<file path="config.mk">
export PLATFORM = sky130hd
export DESIGN_NAME = crc8_combine
export DESIGN_NICKNAME = d
export VERILOG_FILES = /design/src/rtl/crc8c_pkg.sv /design/src/rtl/crc_pow_table.sv /design/src/rtl/crc_clmul.sv /design/src/rtl/crc_reduce.sv /design/src/rtl/crc8_combine.sv
export SDC_FILE = /design/constraint.sdc
export NUM_CORES = 1
export LEC_CHECK = 0
export ABC_AREA = 1
export CAP_MARGIN = 20
export CORE_MARGIN = 2
export CORE_UTILIZATION = 50
export CTS_BUF_LIST = sky130_fd_sc_hd__clkbuf_16
export DETAILED_ROUTE_END_ITERATION = 6
export PLACE_DENSITY = 0.75
export SLEW_MARGIN = 10
export SYNTH_ARGS = -nofsm -noshare
export SYNTH_HDL_FRONTEND = slang
export SYNTH_SLANG_ARGS = --single-unit
</file>
<file path="constraint.sdc">
create_clock -name clk -period 3.41 [get_ports clk]
set_clock_uncertainty 0.15 [all_clocks]
set_input_delay 0.8525 -clock clk [delete_from_list [all_inputs] [get_ports clk]]
set_output_delay 0.8525 -clock clk [all_outputs]
set_load 0.005 [all_outputs]
</file>
<file path="src/rtl/crc8c_pkg.sv">
package crc8c_pkg;

    localparam int unsigned DEF_W         = 8;
    localparam logic [31:0] DEF_POLY      = 32'h07;
    localparam int unsigned DEF_MAX_BYTES = 8;
    localparam int unsigned DEF_LEN_W     = 4;

    // x^nbits mod P, P = x^w + poly (poly holds the low w coefficients)
    function automatic logic [31:0] pow_x_mod(input int unsigned w,
                                              input logic [31:0] poly,
                                              input int unsigned nbits);
        logic [31:0] r;
        logic [31:0] mask;
        logic        msb;
        mask = (32'h1 << w) - 32'h1;
        r    = 32'h1;
        for (int unsigned i = 0; i < nbits; i++) begin
            msb = r[w-1];
            r   = (r << 1) & mask;
            if (msb) r = r ^ (poly & mask);
        end
        return r;
    endfunction

endpackage

</file>
<file path="src/rtl/crc_pow_table.sv">
module crc_pow_table #(
    parameter int unsigned W         = crc8c_pkg::DEF_W,
    parameter logic [31:0] POLY      = crc8c_pkg::DEF_POLY,
    parameter int unsigned MAX_BYTES = crc8c_pkg::DEF_MAX_BYTES,
    parameter int unsigned LEN_W     = crc8c_pkg::DEF_LEN_W
) (
    input  logic [LEN_W-1:0] nbytes,
    output logic [W-1:0]     factor
);
    logic [W-1:0]     tbl [0:MAX_BYTES];
    logic [LEN_W-1:0] sel;

    for (genvar k = 0; k <= MAX_BYTES; k++) begin : g_ent
        localparam logic [31:0] KVAL = crc8c_pkg::pow_x_mod(W, POLY, 8 * k);
        assign tbl[k] = KVAL[W-1:0];
    end

    always_comb begin
        if (nbytes > LEN_W'(MAX_BYTES)) sel = LEN_W'(MAX_BYTES);
        else                            sel = nbytes;
        factor = tbl[sel];
    end
endmodule

</file>
<file path="src/rtl/crc_clmul.sv">
module crc_clmul #(
    parameter int unsigned W = crc8c_pkg::DEF_W,
    localparam int unsigned PW = 2 * W - 1
) (
    input  logic [W-1:0]  a,
    input  logic [W-1:0]  b,
    output logic [PW-1:0] prod
);
    logic [PW-1:0] acc [0:W];

    assign acc[0] = '0;
    for (genvar i = 0; i < W; i++) begin : g_row
        assign acc[i+1] = acc[i] ^ (b[i] ? (PW'(a) << i) : '0);
    end
    assign prod = acc[W];
endmodule

</file>
<file path="src/rtl/crc_reduce.sv">
module crc_reduce #(
    parameter int unsigned W    = crc8c_pkg::DEF_W,
    parameter logic [31:0] POLY = crc8c_pkg::DEF_POLY,
    localparam int unsigned PW    = 2 * W - 1,
    localparam int unsigned STEPS = W - 1
) (
    input  logic [PW-1:0] prod,
    output logic [W-1:0]  rem
);
    for (genvar s = 0; s < STEPS; s++) begin : g_step
        localparam int unsigned HI = PW - 1 - s;
        localparam logic [HI-1:0] TAP = HI'(POLY & ((32'h1 << W) - 32'h1)) << (HI - W);
        logic [HI:0]   cur;
        logic [HI-1:0] nxt;
        if (s == 0) begin : g_first
            assign cur = prod;
        end else begin : g_next
            assign cur = g_step[s-1].nxt;
        end
        assign nxt = cur[HI-1:0] ^ (cur[HI] ? TAP : '0);
    end
    assign rem = g_step[STEPS-1].nxt;
endmodule

</file>
<file path="src/rtl/crc8_combine.sv">
module crc8_combine #(
    parameter int unsigned W         = crc8c_pkg::DEF_W,
    parameter logic [31:0] POLY      = crc8c_pkg::DEF_POLY,
    parameter int unsigned MAX_BYTES = crc8c_pkg::DEF_MAX_BYTES,
    parameter int unsigned LEN_W     = crc8c_pkg::DEF_LEN_W
) (
    input  logic             clk,
    input  logic             rst,
    input  logic             in_valid,
    output logic             in_ready,
    input  logic [W-1:0]     lead_crc,
    input  logic [W-1:0]     trail_crc,
    input  logic [LEN_W-1:0] trail_len,
    output logic             res_valid,
    input  logic             res_ready,
    output logic [W-1:0]     res_crc
);
    localparam int unsigned PW = 2 * W - 1;

    logic [W-1:0]  factor;
    logic [PW-1:0] prod;
    logic [W-1:0]  moved;
    logic          take;

    crc_pow_table #(.W(W), .POLY(POLY), .MAX_BYTES(MAX_BYTES), .LEN_W(LEN_W)) i_tbl (
        .nbytes (trail_len),
        .factor (factor)
    );

    crc_clmul #(.W(W)) i_mul (
        .a    (lead_crc),
        .b    (factor),
        .prod (prod)
    );

    crc_reduce #(.W(W), .POLY(POLY)) i_red (
        .prod (prod),
        .rem  (moved)
    );

    assign in_ready = !res_valid || res_ready;
    assign take     = in_valid && in_ready;

    always_ff @(posedge clk) begin
        if (rst) begin
            res_valid <= 1'b0;
            res_crc   <= '0;
        end else if (take) begin
            res_valid <= 1'b1;
            res_crc   <= moved ^ trail_crc;
        end else if (res_ready) begin
            res_valid <= 1'b0;
        end
    end
endmodule

</file>
# [Word level (Yosys, flattened, before mapping)]
# Memory sizes are Yosys's and may differ from the RTL's.
# Cells that the tools add are included.
[word_totals] register_bits=9 rom_bits=128 out_inout_bits=10 wordCells=45 mem_count=1
[memory_table] name="(name not given)" depth=16 word_bits=8 read_ports=1 rd_clocked_by_memory_dff=0 wr=0 line_no="crc_pow_table.sv:21" source="factor = tbl[sel];"
[op_classes] n_lt_le_gt_ge=2 muxes=20 n_bitwise=16 n_reduce_logical=4
[op_table] operator="$xor 15x15->15" n=5
[op_table] operator="$mux 8" n=4
[op_table] operator="$mux 9" n=2
[op_table] operator="$xor 8x8->8" n=2
[op_table] operator="$mux 15" n=1
[op_table] operator="$xor 15x13->15" n=1
[op_table] operator="$xor 15x14->15" n=1
[op_table] operator="$mux 14" n=1
[op_table] operator="$xor 14x14->14" n=1
[op_table] operator="$mux 13" n=1
[op_table] operator="$xor 13x13->13" n=1
[op_table] operator="$mux 12" n=1
[op_table] operator="$xor 12x12->12" n=1
[op_table] operator="$mux 11" n=1
[op_table] operator="$xor 11x11->11" n=1
[op_table] operator="$mux 10" n=1
[op_table] operator="$xor 10x10->10" n=1
[op_table] operator="$xor 9x9->9" n=1
[op_table] operator="$mux 4" n=2
[op_table] operator="$mux 7" n=1
[op_table] operator="$mux 6" n=1
[op_table] operator="$ge 5x5->1 const B" n=1
[op_table] operator="$mux 5" n=1
[op_table] operator="$not 4->5" n=1
[op_table] operator="other kinds (7)" n=8

# [Logic depth before layout (Yosys ltp)]
# Gate-level depths: netlist of run 1.
[logic_depth] depth_word=29 mapped_depth=23

# [Modules after synthesis]
# A second synthesis of run 1 with hierarchy kept.
[unflattened] cells_unflattened=359 area_unflattened_um2=2011.9
[modules_own_cells] module="crc_clmul" n_inst=1 cells_per_inst=206 area_each_um2=1159.9 seq_area_each_um2=0.0
[modules_own_cells] module="crc8_combine" n_inst=1 cells_per_inst=87 area_each_um2=499.2 seq_area_each_um2=180.2
[modules_own_cells] module="crc_reduce" n_inst=1 cells_per_inst=39 area_each_um2=235.2 seq_area_each_um2=0.0
[modules_own_cells] module="crc_pow_table" n_inst=1 cells_per_inst=27 area_each_um2=117.6 seq_area_each_um2=0.0

# [Worst setup path after synthesis of run 1]
# Ideal clock, no wire load.
[synth_timing] path_type="input port to flip-flop" startpoint="input port trail_len[0]" endpoint="register res_crc[1]" arrival_time_ns=2.575 required_ns=3.151 slack_ns=0.576 stages=20 path_buffers=0 path_cell_list="inv_1 -> nor2_1 -> inv_1 -> ha_1 -> nand2_2 -> nand2_1 -> nand2_1 -> nor2_1 -> inv_1 -> nand2_1 -> nand2_1 -> nand2_1 -> nand2_1 -> nand2_2 -> nand2_2 -> or2_1 -> nand3_1 -> nand3_1 -> nand2_1 -> inv_1"
[synth_between] elab_chain_len=23 elab_cells_between_ends=32
[synth_rtl] element="start: declaration" line_no="crc8_combine.sv:13" source="input logic [LEN_W-1:0] trail_len,"
[synth_rtl] element="$gt 4x4->1" line_no="crc_pow_table.sv:19" source="if (nbytes > LEN_W'(MAX_BYTES)) sel = LEN_W'(MAX_BYTES);"
[synth_rtl] element="$mux 4 *" line_no="crc_pow_table.sv:19"
[synth_rtl] element="$not 4->5 (implied by the code) *" line_no="crc_pow_table.sv:21"
[synth_rtl] element="$mem_v2 16x8 *"
[synth_rtl] element="$mux 8 (implied by the code) * (2 in series)" line_no="crc_pow_table.sv:21"
[synth_rtl] element="$mux 9" line_no="crc_clmul.sv:13" source="assign acc[i+1] = acc[i] ^ (b[i] ? (PW'(a) << i) : '0);"
[synth_rtl] element="$xor 15x15->15 (4 in series)" line_no="crc_clmul.sv:13"
[synth_rtl] element="$xor 15x13->15" line_no="crc_clmul.sv:13"
[synth_rtl] element="(+3 left out)"
[synth_rtl] element="$xor 13x13->13 *" line_no="crc_reduce.sv:20" source="assign nxt = cur[HI-1:0] ^ (cur[HI] ? TAP : '0);"
[synth_rtl] element="$xor 12x12->12 *" line_no="crc_reduce.sv:20"
[synth_rtl] element="$xor 11x11->11 *" line_no="crc_reduce.sv:20"
[synth_rtl] element="$xor 10x10->10 *" line_no="crc_reduce.sv:20"
[synth_rtl] element="$xor 9x9->9 *" line_no="crc_reduce.sv:20"
[synth_rtl] element="$mux 3" line_no="crc_reduce.sv:20"
[synth_rtl] element="$xor 8x8->8 *" line_no="crc_reduce.sv:20"
[synth_rtl] element="$xor 8x8->8 *" line_no="crc8_combine.sv:50" source="res_crc <= moved ^ trail_crc;"
[synth_rtl] element="end signal: assignment" line_no="crc8_combine.sv:50"
[synth_rtl] element="end: declaration" line_no="crc8_combine.sv:16" source="output logic [W-1:0] res_crc"
# Mark *: on every way between the ends. The rest lies on a longest branch, timed or not. The select of a mux whose other input is x is not followed.
# A chain may end at the register's enable or synchronous reset.

# [Final worst setup path of run 1]
[layout_timing] startpoint="input port trail_len[0]" endpoint="register res_crc[3]"
[layout_between] elab_chain_len=22 elab_cells_between_ends=32
[layout_rtl] element="$gt 4x4->1" line_no="crc_pow_table.sv:19"
[layout_rtl] element="$mux 4 *" line_no="crc_pow_table.sv:19"
[layout_rtl] element="$not 4->5 (implied by the code) *" line_no="crc_pow_table.sv:21"
[layout_rtl] element="$mem_v2 16x8 *"
[layout_rtl] element="$mux 8 (implied by the code) * (2 in series)" line_no="crc_pow_table.sv:21"
[layout_rtl] element="$mux 8, or another cell as far along" line_no="crc_clmul.sv:13"
[layout_rtl] element="$xor 15x15->15 (3 in series)" line_no="crc_clmul.sv:13"
[layout_rtl] element="$xor 15x15->15 or $xor 15x13->15 (tied branches)" line_no="crc_clmul.sv:13"
[layout_rtl] element="(+3 left out)"
[layout_rtl] element="$xor 14x14->14 *" line_no="crc_reduce.sv:20"
[layout_rtl] element="$xor 13x13->13 *" line_no="crc_reduce.sv:20"
[layout_rtl] element="$xor 12x12->12 *" line_no="crc_reduce.sv:20"
[layout_rtl] element="$xor 11x11->11 *" line_no="crc_reduce.sv:20"
[layout_rtl] element="$xor 10x10->10 *" line_no="crc_reduce.sv:20"
[layout_rtl] element="$xor 9x9->9 *" line_no="crc_reduce.sv:20"
[layout_rtl] element="$xor 8x8->8 *" line_no="crc_reduce.sv:20"
[layout_rtl] element="$xor 8x8->8 *" line_no="crc8_combine.sv:50"
# Marked as above.

==> metrics, run 1 <==
fin nets 447; largest net degree at the start of global routing 17; VDD IR-drop max 0.127 mV; pin slew with the least headroom to its limit 424 ps; Total Die Area 4340 sq um; CTS tree done; CTS Buffer Depth 2; Pre-antenna DRT Iters 4; Slew Viols, Final 0; H-tree depth 1; critical path required time 3420 ps; CP startpoint kind input port; Syn Std Cell Area 1920 sq um; critical path arrival 3220 ps; CTS clk-pin slew, worst paths 40 ps; Period minus WS final 3210 ps; Final Hold Fails 0; clk_lat worst skew 230 ps; #FFs+latches synth 9; via count 2319; setup tns final 0 ps; Non-Filler Instances 468; die height 65.9 um; Worst Hold Class reg -> reg; Clock Sinks 9; final core occ 73.3%; fin worst setup slack 195 ps; n_diodes 0; Crit Path Class in -> reg; Setup WS pre-CTS -174 ps; syn avg cell area 5.23 sq um; vias in the first global route 2075; vias per cell 4.96; sequential area share after synthesis 9.41%; DR iter-0 viols 86; first-pass GRT wire length 8.98 mm; worst hold slack 363 ps; Final ANT Viol Nets 0; layout cell share with drive strength beyond 1 17.1%; routed wire length per instance 11.3 um; Mapped Cells 366; CTS Buf Count 3; Area Growth Syn to Fin 40.0%; RSZ-0062 raised after global routing true; DP Cell Count 463; max_cap viols 0; IO buf count 33; Leak 1.41 nW; Net Count, Synth 392; initial antenna violation count 0; row count 22; drt total wl 5.30 mm; Root Buffer clkbuf_16; final HPWL from detailed placement 4.09 mm; Post-route DRC 0; CP Max Fanout 7; library cells used by synthesis 27; All-Layer GR Usage 25.8%; routability congestion estimate from global placement 0.891; Tcrit/Tclk final 94.3%; status finished clean; Die Wd 65.9 um; CTS Hold Bufs 0; CP endpoint kind flop; upper clock frequency limit 0.311 GHz; GRT overflow 0; Syn. warnings 0; Initial Util 52.3%; core footprint 3660 sq um; number of top-level pins 34; Power Density 281 nW/um^2; final setup fails 0; max_slew headroom 71.7%
metrics by stage:
| step | power, mW | cell area (sq um) |
|---|---|---|
| 2_1_floorplan | 0.388 | 1920 |
| 3_3_place_gp | 0.508 | 2420 |
| 3_5_place_dp | 0.515 | 2420 |
| 4_1_cts | 0.721 | 2500 |
| 5_1_grt | 0.819 | 2680 |
| 6_report | 0.754 | 2680 |
synth_stat cells:
library cell    n  area (sq um)
inv_2           2          7.51
buf_6           1          11.3
nand2_4         1          11.3
clkbuf_1        1          3.75
or2_0           1          6.26
xor2_1         12           105
nor2_1         42           158
o21ai_1         2          10.0
nand4_1         2          12.5
ha_1            2          25.0
nand3_2         2          20.0
o21ai_0         7          35.0
buf_8           1          15.0
a21o_1          1          7.51
xnor2_1        19           166
dfxtp_1         9           180
xor2_2          1          16.3
nor2_2          2          12.5
nand3b_1        6          45.0
nand2b_1        1          6.26
a21oi_1         6          30.0
nand3_4         3          52.6
or2_1           4          25.0
inv_1          51           191
nand3_1        38           190
nand2_1       144           541
nand2_2         5          31.3
area by class of cell:
type	instances	area, sq um
Fill cell	328	978
Clock inverter	1	3.75
Clock buffer	3	75.1
Inverter	53	199
Timing Repair Buffer	53	483
Sequential cell	9	180
Tap cell	48	60.1
Multi-Input combinational cell	301	1680
cells by family (layout without fill, tap and decap cells):
logic type	Yosys count	after routing	share of synthesized area (%)
simple gates	251	251	58.0
buf+inv	56	110	12.0
fa+ha+maj	2	2	1.31
compound gates	16	16	4.31
xor+xnor	32	32	15.0
flops	9	9	9.41
metal layers:
| metal | GRT usage (%) | wire length (um) | up-vias |
|---|---|---|---|
| met3 | 2.21 | 366 | 4 |
| met2 | 47.7 | 2660 | 66 |
| met1 | 32.3 | 2250 | 1018 |
| met4 | 5.47 | 26 | 0 |
| li1 | - | - | 1231 |
| met5 | 0 | 0 | - |
critical path, cell delays in order:
cell,delay (ps)
clkdlybuf4s50_1,450
inv_1,50
nor2_2,120
inv_1,80
ha_4,300
nand2_8,80
a21oi_2,160
buf_4,140
nand2_1,60
xnor2_1,140
or2_0,200
nand2_1,110
nand3_1,100
nand2_2,100
inv_1,40
nand2_1,50
nand2_1,60
a21oi_1,120
repair_timing:
item	in CTS	in global routing
resized for setup	0	44
setup endpoints to repair	0	7
buffers inserted	0	1
flip-flops by register name, indices dropped and copies added, names as in the netlist:
register,flops
res_crc,8
res_valid,1
path summary, 6_finish.rpt:
| path | from | to | slack (ps) | cells after the start |
|---|---|---|---|---|
| worst max register to register | res_valid | res_crc[1] | 2040 | 7 |
| worst min-delay path | res_valid | res_valid | 360 | 2 |
| worst max-delay path | trail_len[0] | res_crc[3] | 200 | 18 |
| worst min register to register | res_valid | res_valid | 360 | 2 |
power breakdown:
group	internal, mW	leakage [nW]	switching (mW)
combinational	0.188	1.29	0.240
sequential	0.119	0.0748	0.00695
clock	0.153	0.0423	0.0477
placed cells by master (no fill, tap or decap), types with 4 or more instances in the layout:
cell,instances
nand2_1,130
inv_1,52
nor2_1,34
nand3_1,34
clkdlybuf4s50_1,32
buf_4,20
xnor2_1,17
nand2_2,16
xor2_1,10
dfxtp_1,9
nor2_2,6
nand3b_1,6
o21ai_0,6
nand3_2,5
a21oi_1,5
nor2_4,4
nand3_4,4
or2_1,4
Note: power is estimated with default switching activity, not from simulation.
==> run 2, diff against run 1 <==
- HOLD_SLACK_MARGIN: default -> 0.02
==> results of run 2 <==
Final layout, timing and power as in run 1 (identical DEF).
==> run 3, diff against run 2 <==
- RECOVER_POWER: default -> 100
==> metrics, run 3 (synthesis results as in run 1) <==
status finished clean; largest net degree at the start of global routing 17; upper clock frequency limit 0.312 GHz; via count 2317; most frequent cells in the layout nand2_1, inv_1, nor2_1, nand3_1, clkdlybuf4s50_1; All-Layer GR Usage 25.8%; first-pass GRT wire length 8.98 mm; Final Hold Fails 0; CP dominant cell by count nand2_1; RSZ-0062 raised after global routing true; Pre-antenna DRT Iters 4; max_slew headroom 71.7%; core footprint 3660 sq um; Tcrit/Tclk final 94.1%; n_diodes 0; slowest stage delay, CP 450 ps; Post-route DRC 0; biggest regs res_crc (8), res_valid (1); WP depth 18; Largest delay share family, worst path simple AND/OR/NAND/NOR gates; Clock Sinks 9; CP endpoint kind flop; Hold Path Stages 2; CTS Hold Bufs 0; final setup fails 0; IO buf count 33; Final ANT Viol Nets 0; Die Wd 65.9 um; final core occ 73.3%; Slew Viols, Final 0; VDD IR-drop max 0.126 mV; vias in the first global route 2075; Initial Util 52.3%; worst hold slack 360 ps; drt total wl 5.28 mm; worst reg-to-reg path cell count 7; fin nets 447; initial antenna violation count 0; DR iter-0 viols 88; critical path arrival 3220 ps; number of top-level pins 34; vias per cell 4.95; CTS Buffer Depth 2; Worst Hold Class reg -> reg; Crit Path Class in -> reg; H-tree depth 1; max_cap viols 0; layout cell share with drive strength beyond 1 17.1%; GRT overflow 0; critical path required time 3420 ps; fin worst setup slack 201 ps; final HPWL from detailed placement 4.09 mm; Root Buffer clkbuf_16; CP Cell Sequence clkdlybuf4s50_1 -> inv_1 -> nor2_2 -> inv_1 -> ha_4 -> nand2_8 -> a21oi_2 -> buf_4 -> nand2_1 -> xnor2_1 -> or2_0 -> nand2_1 -> nand3_1 -> nand2_2 -> inv_1 -> nand2_1 -> nand2_1 -> a21oi_1; row count 22; CP startpoint kind input port; CP Max Fanout 7; Period minus WS final 3210 ps; routability congestion estimate from global placement 0.891; total power 748 uW; pin slew with the least headroom to its limit 424 ps; Leak 1.42 nW; Setup WS pre-CTS -174 ps; Area Growth Syn to Fin 40.0%; CTS tree done; die height 65.9 um; CTS Buf Count 3; commonest non-fill, non-tap cell in the layout nand2_1; clk_lat worst skew 230 ps; Non-Filler Instances 468; CTS clk-pin slew, worst paths 40 ps; number of flip-flops in the largest register 8; DP Cell Count 463; Top reg by flops res_crc; routed wire length per instance 11.3 um; Buffers & Inverters on Critical Path 5; slowest cell on the critical path clkdlybuf4s50_1; Total Die Area 4340 sq um; Power Density 279 nW/um^2
-- run 3: changes by cell type in the layout (fill, tap and decap cells not counted), sizes merged --
cell	previous run	this run
clkdlybuf4s50	32	22
dlygate4sd3	0	10
-- run 3: power breakdown --
group	switching (mW)	leakage, nW	internal (mW)	total [mW]
sequential	0.00645	0.0748	0.119	0.125
combinational	0.240	1.31	0.183	0.423
clock	0.0474	0.0423	0.153	0.200
total	0.293	1.42	0.455	0.748
-- run 3: final cells by class --
cell class	count	area, sq um
multi-input cells	301	1680
fillers	328	978
well taps	48	60.1
clock inverters	1	3.75
inverters	53	199
repair buffers	53	483
flip-flops and latches	9	180
clock buffers	3	75.1
-- run 3: worst register-to-register path, cell delays in order (launching register included) --
cell and delay, ps:
dfxtp_1 300, nand2_1 90, nand2_1 80, inv_1 330, nor2_1 100, nor2_1 150
nand2_1 70, inv_1 40
-- run 3: worst paths after layout --
| kind | start | to | slack (ps) |
|---|---|---|---|
| worst max register to register | res_valid | res_crc[1] | 2040 |
| worst max-delay path | trail_len[0] | res_crc[3] | 200 |
| worst min register to register | res_valid | res_valid | 360 |
| worst min-delay path | res_valid | res_valid | 360 |
-- run 3: metal layers --
| layer | global-route usage, % | part of all wire (%) |
|---|---|---|
| met1 | 32.3 | 43 |
| met2 | 47.7 | 50 |
| met3 | 2.21 | 6.3 |
| met4 | 5.47 | 0.82 |
| met5 | 0 | 0 |
-- run 3: per-stage QoR --
step	setup TNS, ps	area, sq um
6_report	0	2680
5_1_grt	-50.1	2680
4_1_cts	0	2500
3_5_place_dp	-773	2420
3_3_place_gp	-395	2420
2_1_floorplan	0	1920
-- run 3: repair_timing --
item	in CTS	in global routing
hold endpoints to repair	0	0
buffers inserted	0	1
endpoints found under the setup margin	0	7
resized for setup	0	44
